### src/rtl/ucr_pkg.sv
package ucr_pkg;

   typedef enum logic [2:0] {
      IK_PLAIN  = 3'd0,
      IK_DMOV   = 3'd1,
      IK_MAC    = 3'd2,
      IK_ST_RR  = 3'd3,
      IK_ST_RI  = 3'd4,
      IK_LDM    = 3'd5,
      IK_STM    = 3'd6,
      IK_DIVREM = 3'd7
   } ikind_e;

   typedef enum logic [3:0] {
      UO_PASS = 4'd0,
      UO_MOVE = 4'd1,
      UO_MUL  = 4'd2,
      UO_ACC  = 4'd3,
      UO_AGEN = 4'd4,
      UO_SDAT = 4'd5,
      UO_STI  = 4'd6,
      UO_LDW  = 4'd7,
      UO_STW  = 4'd8,
      UO_BASE = 4'd9,
      UO_QUOT = 4'd10,
      UO_REM  = 4'd11,
      UO_NOP  = 4'd12
   } uop_e;

   function automatic logic is_list_kind(ikind_e k);
      return (k == IK_LDM) || (k == IK_STM);
   endfunction

   function automatic logic is_pair_kind(ikind_e k);
      return (k == IK_DMOV) || (k == IK_MAC) || (k == IK_ST_RR) || (k == IK_DIVREM);
   endfunction

endpackage

### src/rtl/ucr_lowbit.sv
module ucr_lowbit #(
   parameter int NREGS = 32,
   localparam int RW = $clog2(NREGS)
) (
   input  logic [NREGS-1:0] mask,
   output logic             any,
   output logic [RW-1:0]    idx,
   output logic [NREGS-1:0] rest,
   output logic             rest_any
);

   logic [NREGS-1:0] below;
   logic [NREGS-1:0] pick;

   genvar gi;
   generate
      for (gi = 0; gi < NREGS; gi++) begin : g_below
         if (gi == 0) begin : g_first
            assign below[gi] = 1'b0;
         end else begin : g_rest
            assign below[gi] = |mask[gi-1:0];
         end
      end
   endgenerate

   assign pick     = mask & ~below;
   assign rest     = mask & ~pick;
   assign any      = |mask;
   assign rest_any = |rest;

   always_comb begin
      idx = '0;
      for (int i = 0; i < NREGS; i++) begin
         if (pick[i]) idx = idx | RW'(i);
      end
   end

endmodule

### src/rtl/ucr_form.sv
module ucr_form
   import ucr_pkg::*;
#(
   parameter int NREGS = 32,
   localparam int RW = $clog2(NREGS)
) (
   input  ikind_e         kind,
   input  logic [RW-1:0]  rd,
   input  logic [RW-1:0]  ra,
   input  logic [RW-1:0]  rb,
   input  logic [RW-1:0]  rc,
   input  logic           wb,
   input  logic           step,
   input  logic           lst_any,
   input  logic [RW-1:0]  lst_idx,
   input  logic           lst_rest_any,
   output uop_e           op,
   output logic [RW-1:0]  rs1,
   output logic           rs1_en,
   output logic [RW-1:0]  rs2,
   output logic           rs2_en,
   output logic [RW-1:0]  wr,
   output logic           wr_en,
   output logic           last
);

   localparam logic [RW-1:0] ODD = RW'(1);

   always_comb begin
      op     = UO_NOP;
      rs1    = '0;
      rs1_en = 1'b0;
      rs2    = '0;
      rs2_en = 1'b0;
      wr     = '0;
      wr_en  = 1'b0;
      last   = 1'b1;
      unique case (kind)
         IK_PLAIN: begin
            op = UO_PASS;
            rs1 = ra; rs1_en = 1'b1;
            rs2 = rb; rs2_en = 1'b1;
            wr  = rd; wr_en  = 1'b1;
         end
         IK_DMOV: begin
            op = UO_MOVE;
            last = step;
            rs1 = step ? (ra | ODD) : (ra & ~ODD); rs1_en = 1'b1;
            wr  = step ? (rd | ODD) : (rd & ~ODD); wr_en  = 1'b1;
         end
         IK_MAC: begin
            last = step;
            if (!step) begin
               op = UO_MUL;
               rs1 = ra; rs1_en = 1'b1;
               rs2 = rb; rs2_en = 1'b1;
            end else begin
               op = UO_ACC;
               rs1 = rd; rs1_en = 1'b1;
               wr  = rd; wr_en  = 1'b1;
            end
         end
         IK_ST_RR: begin
            last = step;
            if (!step) begin
               op = UO_AGEN;
               rs1 = ra; rs1_en = 1'b1;
               rs2 = rb; rs2_en = 1'b1;
            end else begin
               op = UO_SDAT;
               rs1 = rc; rs1_en = 1'b1;
            end
         end
         IK_ST_RI: begin
            op = UO_STI;
            rs1 = ra; rs1_en = 1'b1;
            rs2 = rc; rs2_en = 1'b1;
         end
         IK_LDM, IK_STM: begin
            if (lst_any) begin
               last = !lst_rest_any && !wb;
               rs1 = ra; rs1_en = 1'b1;
               if (kind == IK_LDM) begin
                  op = UO_LDW;
                  wr = lst_idx; wr_en = 1'b1;
               end else begin
                  op = UO_STW;
                  rs2 = lst_idx; rs2_en = 1'b1;
               end
            end else if (wb) begin
               op = UO_BASE;
               rs1 = ra; rs1_en = 1'b1;
               wr  = ra; wr_en  = 1'b1;
            end
         end
         IK_DIVREM: begin
            last = step;
            op = step ? UO_REM : UO_QUOT;
            rs1 = ra; rs1_en = 1'b1;
            rs2 = rb; rs2_en = 1'b1;
            wr  = step ? rc : rd; wr_en = 1'b1;
         end
         default: ;
      endcase
   end

endmodule

### src/rtl/ucr_top.sv
module ucr_top
   import ucr_pkg::*;
#(
   parameter int NREGS = 32,
   localparam int RW = $clog2(NREGS)
) (
   input  logic             clk,
   input  logic             rst_n,
   input  logic             in_valid,
   output logic             in_ready,
   input  logic [2:0]       in_kind,
   input  logic [RW-1:0]    in_rd,
   input  logic [RW-1:0]    in_ra,
   input  logic [RW-1:0]    in_rb,
   input  logic [RW-1:0]    in_rc,
   input  logic [NREGS-1:0] in_list,
   input  logic             in_wb,
   output logic             out_valid,
   input  logic             out_ready,
   output logic [3:0]       out_op,
   output logic [RW-1:0]    out_rs1,
   output logic             out_rs1_en,
   output logic [RW-1:0]    out_rs2,
   output logic             out_rs2_en,
   output logic [RW-1:0]    out_rd,
   output logic             out_rd_en,
   output logic             out_last
);

   initial begin
      if (NREGS < 4 || (1 << RW) != NREGS)
         $error("ucr_top: NREGS must be a power of two of at least 4");
   end

   logic             busy;
   logic             step;
   ikind_e           kind_q;
   logic [RW-1:0]    rd_q, ra_q, rb_q, rc_q;
   logic             wb_q;
   logic [NREGS-1:0] mask_q;

   logic             lst_any, lst_rest_any;
   logic [RW-1:0]    lst_idx;
   logic [NREGS-1:0] lst_rest;
   uop_e             op_w;
   logic             fire_in, fire_out;

   ucr_lowbit #(.NREGS(NREGS)) u_lowbit (
      .mask     (mask_q),
      .any      (lst_any),
      .idx      (lst_idx),
      .rest     (lst_rest),
      .rest_any (lst_rest_any)
   );

   ucr_form #(.NREGS(NREGS)) u_form (
      .kind         (kind_q),
      .rd           (rd_q),
      .ra           (ra_q),
      .rb           (rb_q),
      .rc           (rc_q),
      .wb           (wb_q),
      .step         (step),
      .lst_any      (lst_any),
      .lst_idx      (lst_idx),
      .lst_rest_any (lst_rest_any),
      .op           (op_w),
      .rs1          (out_rs1),
      .rs1_en       (out_rs1_en),
      .rs2          (out_rs2),
      .rs2_en       (out_rs2_en),
      .wr           (out_rd),
      .wr_en        (out_rd_en),
      .last         (out_last)
   );

   assign out_op    = op_w;
   assign out_valid = busy;
   assign in_ready  = !busy;
   assign fire_in   = in_valid && in_ready;
   assign fire_out  = out_valid && out_ready;

   always_ff @(posedge clk) begin
      if (!rst_n) begin
         busy   <= 1'b0;
         step   <= 1'b0;
         kind_q <= IK_PLAIN;
         rd_q   <= '0;
         ra_q   <= '0;
         rb_q   <= '0;
         rc_q   <= '0;
         wb_q   <= 1'b0;
         mask_q <= '0;
      end else if (fire_in) begin
         busy   <= 1'b1;
         step   <= 1'b0;
         kind_q <= ikind_e'(in_kind);
         rd_q   <= in_rd;
         ra_q   <= in_ra;
         rb_q   <= in_rb;
         rc_q   <= in_rc;
         wb_q   <= in_wb;
         mask_q <= is_list_kind(ikind_e'(in_kind)) ? in_list : '0;
      end else if (fire_out) begin
         if (out_last) begin
            busy <= 1'b0;
         end else begin
            step <= 1'b1;
            if (lst_any) mask_q <= lst_rest;
         end
      end
   end

   AST_IN_BLOCKED: assert property (@(posedge clk) disable iff (!rst_n)
      out_valid |-> !in_ready);

   AST_OUT_HOLD: assert property (@(posedge clk) disable iff (!rst_n)
      (out_valid && !out_ready) |=> (out_valid && $stable(out_op) && $stable(out_rd)
         && $stable(out_rs1) && $stable(out_rs2) && $stable(out_last)));

   AST_DMOV_ORDER: assert property (@(posedge clk) disable iff (!rst_n)
      (out_valid && out_op == 4'd1) |-> (out_rd[0] == out_last));

   AST_MUL_NO_WRITE: assert property (@(posedge clk) disable iff (!rst_n)
      (out_valid && out_op == 4'd2) |-> (!out_rd_en && !out_last));

   AST_LDM_ASCEND: assert property (@(posedge clk) disable iff (!rst_n)
      (fire_out && out_op == 4'd7 && !out_last) |=>
         ((out_op == 4'd9) || (out_op == 4'd7 && out_rd > $past(out_rd))));

   AST_BASE_TAIL: assert property (@(posedge clk) disable iff (!rst_n)
      (out_valid && out_op == 4'd9) |-> (out_last && out_rd == out_rs1 && out_rd_en));

   AST_NOP_EMPTY: assert property (@(posedge clk) disable iff (!rst_n)
      (out_valid && out_op == 4'd12) |->
         (out_last && !out_rs1_en && !out_rs2_en && !out_rd_en));

endmodule

### config.mk
export PLATFORM = sky130hd
export DESIGN_NAME = ucr_top
export DESIGN_NICKNAME = d
export VERILOG_FILES = /design/src/rtl/ucr_pkg.sv /design/src/rtl/ucr_lowbit.sv /design/src/rtl/ucr_form.sv /design/src/rtl/ucr_top.sv
export SDC_FILE = /design/constraint.sdc
export NUM_CORES = 1
export LEC_CHECK = 0
export ABC_CLOCK_PERIOD_IN_PS = 4900
export BUFFER_PORTS_ARGS = -buffer_cell sky130_fd_sc_hd__buf_2
export CAP_MARGIN = 30
export CORE_ASPECT_RATIO = 2
export CORE_MARGIN = 3
export CORE_UTILIZATION = 44
export CTS_BUF_LIST = sky130_fd_sc_hd__clkbuf_4 sky130_fd_sc_hd__clkbuf_8 sky130_fd_sc_hd__clkbuf_16
export DETAILED_ROUTE_END_ITERATION = 16
export PLACE_DENSITY = 0.65
export SYNTH_ARGS = -nofsm -noshare
export SYNTH_HDL_FRONTEND = slang
export SYNTH_HIERARCHICAL = 1
export SYNTH_SLANG_ARGS = --single-unit
### constraint.sdc
create_clock -name clk -period 4.9 [get_ports clk]
set_input_delay 0.49 -clock clk [delete_from_list [all_inputs] [get_ports clk]]
set_output_delay 0.49 -clock clk [all_outputs]
set_load 0.02 [all_outputs]
==> results.json, run 1 <==
{
  "critPathMaxFanout": 10,
  "ys_async_sr_fraction_pct": 0,
  "grt_max_degree": 59,
  "peakVddDrop_uv": 181,
  "path_buf_inv": 1,
  "crit_arrival_ps": 3760,
  "max_freq_ghz": 0.235,
  "clk_pin_slew_worst_paths_ps": 50,
  "worst_slew_pin_slew_ps": 859,
  "dp_slack_ps": 806,
  "grt_overflow": 0,
  "cts_tree": "yes",
  "htreeDepth": 3,
  "ant_nets": 0,
  "post-cts-setup-buffers": 0,
  "ys_warn_count": 6,
  "netSwitchingFraction_pct": 32.8,
  "drtPass1Iterations": 5,
  "synth-seq-cells": 58,
  "r2r_slack_ps": 740,
  "ys.flop_type": "dfxtp_1",
  "globalplace.congestion": 0.956,
  "skew_ps": 3.94,
  "p_leak_nw": 1.97,
  "avgSynthCellArea_sq_um": 7.76,
  "dieArea_sq_mm": 0.0112,
  "finalCritPeriodShare_pct": 86.8,
  "crit_path_cell_trace": "nor4_4, nand4_2, or3b_4, maj3_2, nor3_2, nand4_1, o21ai_0, a21boi_0, o211ai_1, buf_2",
  "path_delay_family": "simple AND/OR/NAND/NOR gates",
  "syn-num-nets": 622,
  "grt_pass1_vias": 4321,
  "hold_buffers": 0,
  "grt_pass1_wl_um": 21100,
  "setup.worst_path.end_class": "output port",
  "power_mw": 1.59,
  "num_io_pins": 85,
  "clk_latency_ps": 330,
  "cap_violations": 0,
  "min_period_ps": 4250,
  "outcome": "finished clean",
  "crit_path_end": "out_last",
  "rr_worst_depth": 13,
  "grt_usage_pct": 23.2,
  "die_w_um": 76.4,
  "drive_gt1_share_pct": 26.3,
  "route.detailed.drc": 0,
  "crit_type": "register to output port",
  "rows": 50,
  "switchingPower_mw": 0.522,
  "cts_resized": 0,
  "hold_start": "in_ra[3]",
  "drtIter0Drc": 296,
  "seqPwrFrac_pct": 35.7,
  "n_antenna_cell": 0,
  "rsz0062_at_grt": "no",
  "cts_root_buf": "clkbuf_16",
  "max_stage_delay_ps": 570,
  "fin_setup_tns_ps": 0,
  "cts.sinks": 58,
  "wl_um": 13100,
  "combinationalPowerShare_pct": 26.0,
  "syn_to_final_growth_pct": 15.8,
  "post-route-util_pct": 53.1,
  "placed_area_sq_mm": 0.00476,
  "portBuffers": 84,
  "vias": 4533,
  "cts_buffers": 9,
  "timing.rr.start": "mask_q[0]",
  "place_hpwl_um": 9750,
  "cts.path.max_buffers": 2,
  "internal_power_mw": 1.07,
  "final_net_count": 679,
  "hold_class": "input pin to register",
  "fp.dieH_um": 147,
  "relSlewSlack_pct": 42.8,
  "syn_area_sq_mm": 0.00436,
  "synthCells": 562,
  "via_per_inst": 6.01,
  "initial_core_util_pct": 45.9,
  "cp.required_ps": 4410,
  "seq_area_frac_synth_pct": 26.6,
  "clkPwrFrac_pct": 38.3,
  "crit_slowest_cell": "nor4_4",
  "p_per_area_mw_per_mm2": 316,
  "crit_cells": 10,
  "crit_start": "mask_q[0]",
  "maxSlewViolCount": 0,
  "hold_viol": 0,
  "setup_slack_ps": 647,
  "setup_violations": 0,
  "rr_endpoint": "mask_q[14]",
  "grt_antenna_before_repair": 0,
  "core_area_sq_mm": 0.00951,
  "synth_edf_count": 0,
  "avgRoutedWirePerCell_um": 17.4,
  "cp-start-kind": "register",
  "synth_cell_types": 77,
  "design_area_sq_mm": 0.00505
}
==> cell families (layout without fill, tap and decap cells) <==
family | Yosys count | in the layout | share of synthesized area, %
other cells | 1 | 1 | 0.0860
compound gates | 185 | 185 | 28.6
xor+xnor | 2 | 2 | 0.402
flops | 58 | 58 | 26.6
fa+ha+maj | 2 | 2 | 0.488
mux | 11 | 11 | 2.53
simple gates | 239 | 239 | 33.4
buf+inv | 64 | 126 | 7.89
==> worst register-to-register path, delay by kind of cell, from the launching register on <==
| kind | cells | cell delay (ps) |
|---|---|---|
| buf+inv | 1 | 240 |
| fa+ha+maj | 1 | 320 |
| flops | 1 | 420 |
| compound gates | 3 | 730 |
| simple gates | 8 | 2350 |
==> metrics by stage <==
stage	hold slack [ps]	std cells
floorplan	435	562
global route	405	754
global placement	446	737
finish	395	754
detailed placement	455	738
CTS	390	754
==> power groups by stage <==
stage                     Combinational (mW)  Clock, mW  Sequential (mW)
after CTS                              0.410      0.620            0.568
after detailed placement               0.408          0            0.577
after global placement                 0.399          0            0.575
after global routing                   0.453      0.648            0.576
after floorplan                        0.321          0            0.554
final                                  0.413      0.610            0.569
==> flip-flops by register name, indices dropped and copies added (netlist names) <==
name	count
kind_q	3
mask_q	32
out_valid	1
ra_q	5
rb_q	5
rc_q	5
rd_q	5
step	1
wb_q	1
==> metal layers <==
metal | GRT usage, % | part of all wire (%)
met3 | 4.36 | 5.6
met5 | 0 | 0
met1 | 22.8 | 35
met2 | 43.9 | 54
met4 | 14.1 | 5.2
==> how the worst min path moves through the flow <==
stage / endpoint / slack (ps) / cells after the start
final: ra_q[3] / 400 / 3
after global routing: ra_q[3] / 410 / 3
after CTS: ra_q[3] / 390 / 3
after detailed placement: kind_q[0] / 460 / 2
after global placement: kind_q[0] / 450 / 2
after floorplan: rb_q[0] / 440 / 2
==> cell usage after synthesis (3+ instances only) <==
library cell	n	area (sq um)
inv_1	18	67.6
buf_4	13	97.6
o21ai_0	43	215
clkbuf_1	15	56.3
o22ai_1	10	62.6
nor2b_1	8	50.1
and2_1	14	87.6
a211oi_1	3	22.5
a21boi_0	3	22.5
buf_6	3	33.8
nand3_1	8	40.0
dfxtp_1	58	1160
nand2_1	58	218
or2_2	3	18.8
o21a_1	9	67.6
nor3_2	32	320
a31oi_1	37	231
o211ai_1	3	22.5
nor3_1	43	215
a21oi_1	15	75.1
nand3b_1	4	30.0
or3_1	5	31.3
nor2_1	28	105
buf_2	13	65.1
nand2b_1	3	18.8
nor4_1	7	43.8
a221o_1	9	90.1
a21boi_1	24	180
mux2i_1	11	110
a211o_1	4	35.0
==> layout make-up <==
| class | instances | area, sq um |
|---|---|---|
| clock buffers | 10 | 233 |
| well taps | 130 | 163 |
| flip-flops and latches | 58 | 1160 |
| clock inverters | 6 | 57.6 |
| multi-input cells | 440 | 2870 |
| repair buffers | 92 | 493 |
| inverters | 18 | 67.6 |
| fillers | 989 | 4460 |
==> cells in the final DEF (no fill, tap or decap), types with 4 or more instances in the layout <==
cell / Yosys / layout
dfxtp_1: 58 / 58
nand3b_1: 4 / 4
o21a_1: 9 / 9
nor4_1: 7 / 7
or3_1: 5 / 5
buf_2: 13 / 84
inv_1: 18 / 18
a31oi_1: 37 / 37
nor2b_1: 8 / 7
a21boi_1: 24 / 24
nand2_1: 58 / 58
mux2i_1: 11 / 11
a211o_1: 4 / 4
clkbuf_16: 0 / 9
nor3_1: 43 / 43
clkinv_2: 0 / 4
nand3_1: 8 / 8
nor3_2: 32 / 32
and2_1: 14 / 14
nor2_1: 28 / 28
buf_4: 13 / 7
a21oi_1: 15 / 15
o21ai_0: 43 / 43
a221o_1: 9 / 9
o22ai_1: 10 / 10
Note: power is estimated with default switching activity, not from simulation.
==> run 2: changes to the inputs <==
--- a/config.mk
+++ b/config.mk
@@ -14,5 +14,5 @@
 export CTS_BUF_LIST = sky130_fd_sc_hd__clkbuf_4 sky130_fd_sc_hd__clkbuf_8 sky130_fd_sc_hd__clkbuf_16
 export DETAILED_ROUTE_END_ITERATION = 16
-export PLACE_DENSITY = 0.65
+export PLACE_DENSITY = 0.66
 export SYNTH_ARGS = -nofsm -noshare
 export SYNTH_HDL_FRONTEND = slang
==> constraint.sdc (replaced) <==
create_clock -name clk -period 4.9 [get_ports clk]
set_input_delay 0.98 -clock clk [delete_from_list [all_inputs] [get_ports clk]]
set_output_delay 0.98 -clock clk [all_outputs]
set_load 0.02 [all_outputs]
==> results.json, run 2 (synthesized netlist as in run 1, its figures left out) <==
{
  "setup_violations": 0,
  "finalCritPeriodShare_pct": 96.0,
  "cp-start-kind": "register",
  "skew_ps": 8.05,
  "syn_to_final_growth_pct": 16.4,
  "grt_max_degree": 59,
  "portBuffers": 84,
  "grt_overflow": 0,
  "num_io_pins": 85,
  "grt_usage_pct": 24.7,
  "design_area_sq_mm": 0.00508,
  "avgRoutedWirePerCell_um": 18.1,
  "n_antenna_cell": 0,
  "p_leak_nw": 1.98,
  "outcome": "finished clean",
  "place_hpwl_um": 10100,
  "drtIter0Drc": 282,
  "grt_pass1_vias": 4502,
  "rows": 50,
  "globalplace.congestion": 0.957,
  "r2r_slack_ps": 750,
  "worst_slew_pin_slew_ps": 1030,
  "rsz0062_at_grt": "no",
  "drive_gt1_share_pct": 26.4,
  "cap_violations": 0,
  "core_area_sq_mm": 0.00951,
  "final_common_cell": "buf_2",
  "critPathMaxFanout": 8,
  "crit_type": "register to output port",
  "maxSlewViolCount": 0,
  "fin_setup_tns_ps": 0,
  "drtPass1Iterations": 5,
  "top_register": "mask_q",
  "layout_common_cells": "buf_2, nand2_1, dfxtp_1",
  "hold_buffers": 0,
  "max_freq_ghz": 0.212,
  "power_mw": 1.68,
  "die_w_um": 76.4,
  "hold_class": "register to register",
  "htreeDepth": 3,
  "dieArea_sq_mm": 0.0112,
  "grt_antenna_before_repair": 0,
  "relSlewSlack_pct": 31.0,
  "grt_pass1_wl_um": 22100,
  "ant_nets": 0,
  "cts_buffers": 9,
  "setup.worst_path.end_class": "output port",
  "vias": 4533,
  "clk_pin_slew_worst_paths_ps": 60,
  "hold_viol": 0,
  "cp.required_ps": 3920,
  "p_per_area_mw_per_mm2": 331,
  "peakVddDrop_uv": 191,
  "route.detailed.drc": 0,
  "initial_core_util_pct": 45.9,
  "min_period_ps": 4710,
  "via_per_inst": 6.01,
  "fillers": 987,
  "cts_tree": "yes",
  "wl_um": 13700,
  "cts.path.max_buffers": 2,
  "cts_root_buf": "clkbuf_16",
  "largest_reg_flops": 32,
  "crit_arrival_ps": 3730,
  "seq_area_sq_mm": 0.00116,
  "cts.sinks": 58,
  "clk_latency_ps": 340,
  "fp.dieH_um": 147,
  "final_net_count": 679,
  "multi_input_comb_area_sq_mm": 0.00288,
  "placed_area_sq_mm": 0.00473
}
==> run 2: changes by cell type in the layout (fill, tap and decap cells not counted) <==
cell       delta
clkinv_2      -2
o41ai_1       -1
bufinv_16     +1
o41ai_2       +1
buf_12        -1
clkbuf_8      +1
buf_4         +1
==> run 2: final timing paths <==
path | cells past startpoint | from | endpoint
worst max-delay path | 10 | mask_q[4] | out_last
worst min-delay path | 2 | rb_q[3] | rb_q[3]
worst max register to register | 13 | mask_q[4] | mask_q[17]
worst min register to register | 2 | rb_q[3] | rb_q[3]
==> run 2: repair_timing <==
action	4_1_cts	5_1_grt
buffers inserted	0	2
gates resized for setup	0	1
setup endpoints to repair	0	1
==> run 2: where the power goes <==
group	switching (mW)	internal, mW	leakage (nW)	total [mW]
clock network	0.232	0.463	0.159	0.695
logic	0.242	0.170	1.34	0.411
registers	0.0677	0.508	0.478	0.576
==> run 2: per-layer routing <==
layer,GRT usage [%],part of all wire (%),vias to the layer above
li1,-,-,2208
met1,23.9,34,2128
met2,47.4,56,157
met3,5.28,4.4,40
met4,14.0,5.0,0
met5,0,0,-
==> run 2: stage by stage <==
stage	util [%]	hold slack (ps)	setup WS (ps)	cells
global route	53.4	501	52.5	754
detailed placement	49.7	454	536	736
CTS	53.1	462	164	752
finish	53.4	462	194	754
floorplan	-	435	1060	562
global placement	49.7	447	601	736
==> run 2: worst max-delay path: stages, from the launching register on <==
cell	delay, ps
dfxtp_1	390
nor4_4	530
nand4_2	340
or3b_4	490
maj3_2	320
nor3_2	190
nand4_1	130
o21ai_0	240
a21boi_0	120
o211ai_1	390
buf_2	240
==> run 2: area by class of cell <==
| cell class | instances | share of cell area, % |
|---|---|---|
| Sequential cell | 58 | 22.9 |
| Clock buffer | 11 | 4.86 |
| Tap cell | 130 | 3.20 |
| Multi-Input combinational cell | 440 | 56.7 |
| Timing Repair Buffer | 92 | 9.47 |
| Inverter | 18 | 1.33 |
| Clock inverter | 5 | 1.53 |
==> run 3: changes to the inputs <==
Settings changed: ABC_CLOCK_PERIOD_IN_PS 4900 to 4350.
Clock period 4.9 ns to 4.35 ns, I/O delays scaled along.
==> results.json, run 3 (synthesized netlist as in run 1, its figures left out) <==
{
  "outcome": "finished clean",
  "final_common_cell": "buf_2",
  "cts_root_buf": "clkbuf_16",
  "cts.path.max_buffers": 2,
  "core_area_sq_mm": 0.00951,
  "htreeDepth": 3,
  "grt_pass1_vias": 4351,
  "skew_ps": 6.15,
  "drtIter0Drc": 246,
  "grt_antenna_before_repair": 0,
  "clkPwrFrac_pct": 40.6,
  "portBuffers": 84,
  "syn_to_final_growth_pct": 19.5,
  "num_io_pins": 85,
  "ant_nets": 0,
  "grt_overflow": 0,
  "route.detailed.drc": 0,
  "drive_gt1_share_pct": 28.2,
  "drtPass1Iterations": 4,
  "worst_slew_pin_slew_ps": 923,
  "combinationalPowerShare_pct": 25.7,
  "cts_buffers": 9,
  "layout_common_cells": "buf_2, nand2_1, dfxtp_1",
  "switchingPower_mw": 0.607,
  "crit_type": "register to output port",
  "initial_core_util_pct": 45.9,
  "hold_class": "register to register",
  "fin_setup_tns_ps": 0,
  "hold_buffers": 0,
  "min_period_ps": 4180,
  "clk_pin_slew_worst_paths_ps": 50,
  "max_freq_ghz": 0.239,
  "top_register": "mask_q",
  "n_antenna_cell": 0,
  "netSwitchingFraction_pct": 31.8,
  "place_hpwl_um": 10300,
  "setup.worst_path.end_class": "output port",
  "grt_usage_pct": 24.3,
  "rsz0062_at_grt": "no",
  "seq_area_sq_mm": 0.00116,
  "vias": 4495,
  "cts_tree": "yes",
  "rows": 50,
  "finalCritPeriodShare_pct": 96.0,
  "dieArea_sq_mm": 0.0112,
  "p_per_area_mw_per_mm2": 366,
  "largest_reg_flops": 32,
  "clk_latency_ps": 330,
  "relSlewSlack_pct": 38.4,
  "wl_um": 13600,
  "fp.dieH_um": 147,
  "crit_arrival_ps": 3310,
  "grt_max_degree": 59,
  "globalplace.congestion": 0.959,
  "cp-start-kind": "register",
  "setup_violations": 0,
  "setup_slack_ps": 173,
  "grt_pass1_wl_um": 21700,
  "cap_violations": 0,
  "cts.sinks": 58,
  "dp.cells": 747,
  "final_net_count": 690,
  "seqPwrFrac_pct": 33.8,
  "via_per_inst": 5.88,
  "hold_viol": 0,
  "dp_slack_ps": 282,
  "fillers": 1000,
  "cp.required_ps": 3480,
  "internal_power_mw": 1.30,
  "holdWs_ps": 463,
  "p_leak_nw": 2.04,
  "multi_input_comb_area_sq_mm": 0.00290,
  "maxSlewViolCount": 0,
  "peakVddDrop_uv": 224,
  "critPathMaxFanout": 10,
  "avgRoutedWirePerCell_um": 17.7,
  "final_cells": 765,
  "power_mw": 1.91,
  "die_w_um": 76.4
}
## run 3: cell count changes in the layout (fill, tap and decap cells not counted), sizes merged
cell	previous run	this run
buf	92	103
## run 3: cell type report
type                            count  area share [%]
Clock buffer                       11            4.73
Clock inverter                      5            1.49
Inverter                           18            1.30
Multi-Input combinational cell    440            55.7
Sequential cell                    58            22.3
Tap cell                          130            3.12
Timing Repair Buffer              103            11.3
## run 3: path summary, 6_finish.rpt
| kind | from | end | slack, ps | depth (start not counted) |
|---|---|---|---|---|
| hold / removal | rb_q[1] | rb_q[1] | 460 | 2 |
| setup reg to reg | mask_q[0] | mask_q[19] | 640 | 14 |
| hold reg to reg | rb_q[1] | rb_q[1] | 460 | 2 |
| setup / recovery | mask_q[0] | out_last | 170 | 10 |
## run 3: through the flow
step	instance area [sq um]	utilization [%]
after floorplan	4360	-
after global placement	4840	50.9
after detailed placement	4840	50.9
after CTS	5170	54.4
after global routing	5210	54.8
final	5210	54.8
## run 3: routing by layer
layer | global-route usage [%] | vias to the layer above | share of wire, %
met5 | 0 | - | 0
met4 | 11.5 | 0 | 3.8
li1 | - | 2214 | -
met1 | 22.9 | 2134 | 35
met2 | 48.7 | 115 | 57
met3 | 4.36 | 32 | 3.5
## run 3: power by group through the flow
stage | Sequential [mW] | Combinational [mW] | Clock [mW]
3_3_place_gp | 0.651 | 0.468 | 0
3_5_place_dp | 0.653 | 0.473 | 0
4_1_cts | 0.643 | 0.479 | 0.787
2_1_floorplan | 0.624 | 0.361 | 0
5_1_grt | 0.652 | 0.538 | 0.817
6_report | 0.644 | 0.489 | 0.773
## run 3: worst max-delay path: stages (launching register included)
cell	delay [ps]
dfxtp_2	380
or4_4	570
o21a_1	200
a211o_1	290
or3_4	330
nor4_2	260
nand4_1	160
o21ai_1	180
a21boi_0	100
o211ai_1	300
buf_4	200
## run 3: timing repair
| action | 4_1_cts | 5_1_grt |
|---|---|---|
| gates resized for setup | 1 | 8 |
| setup buffers | 1 | 1 |
| pin swaps | 1 | 3 |
| hold endpoints to repair | 0 | 0 |
| endpoints found under the setup margin | 1 | 1 |
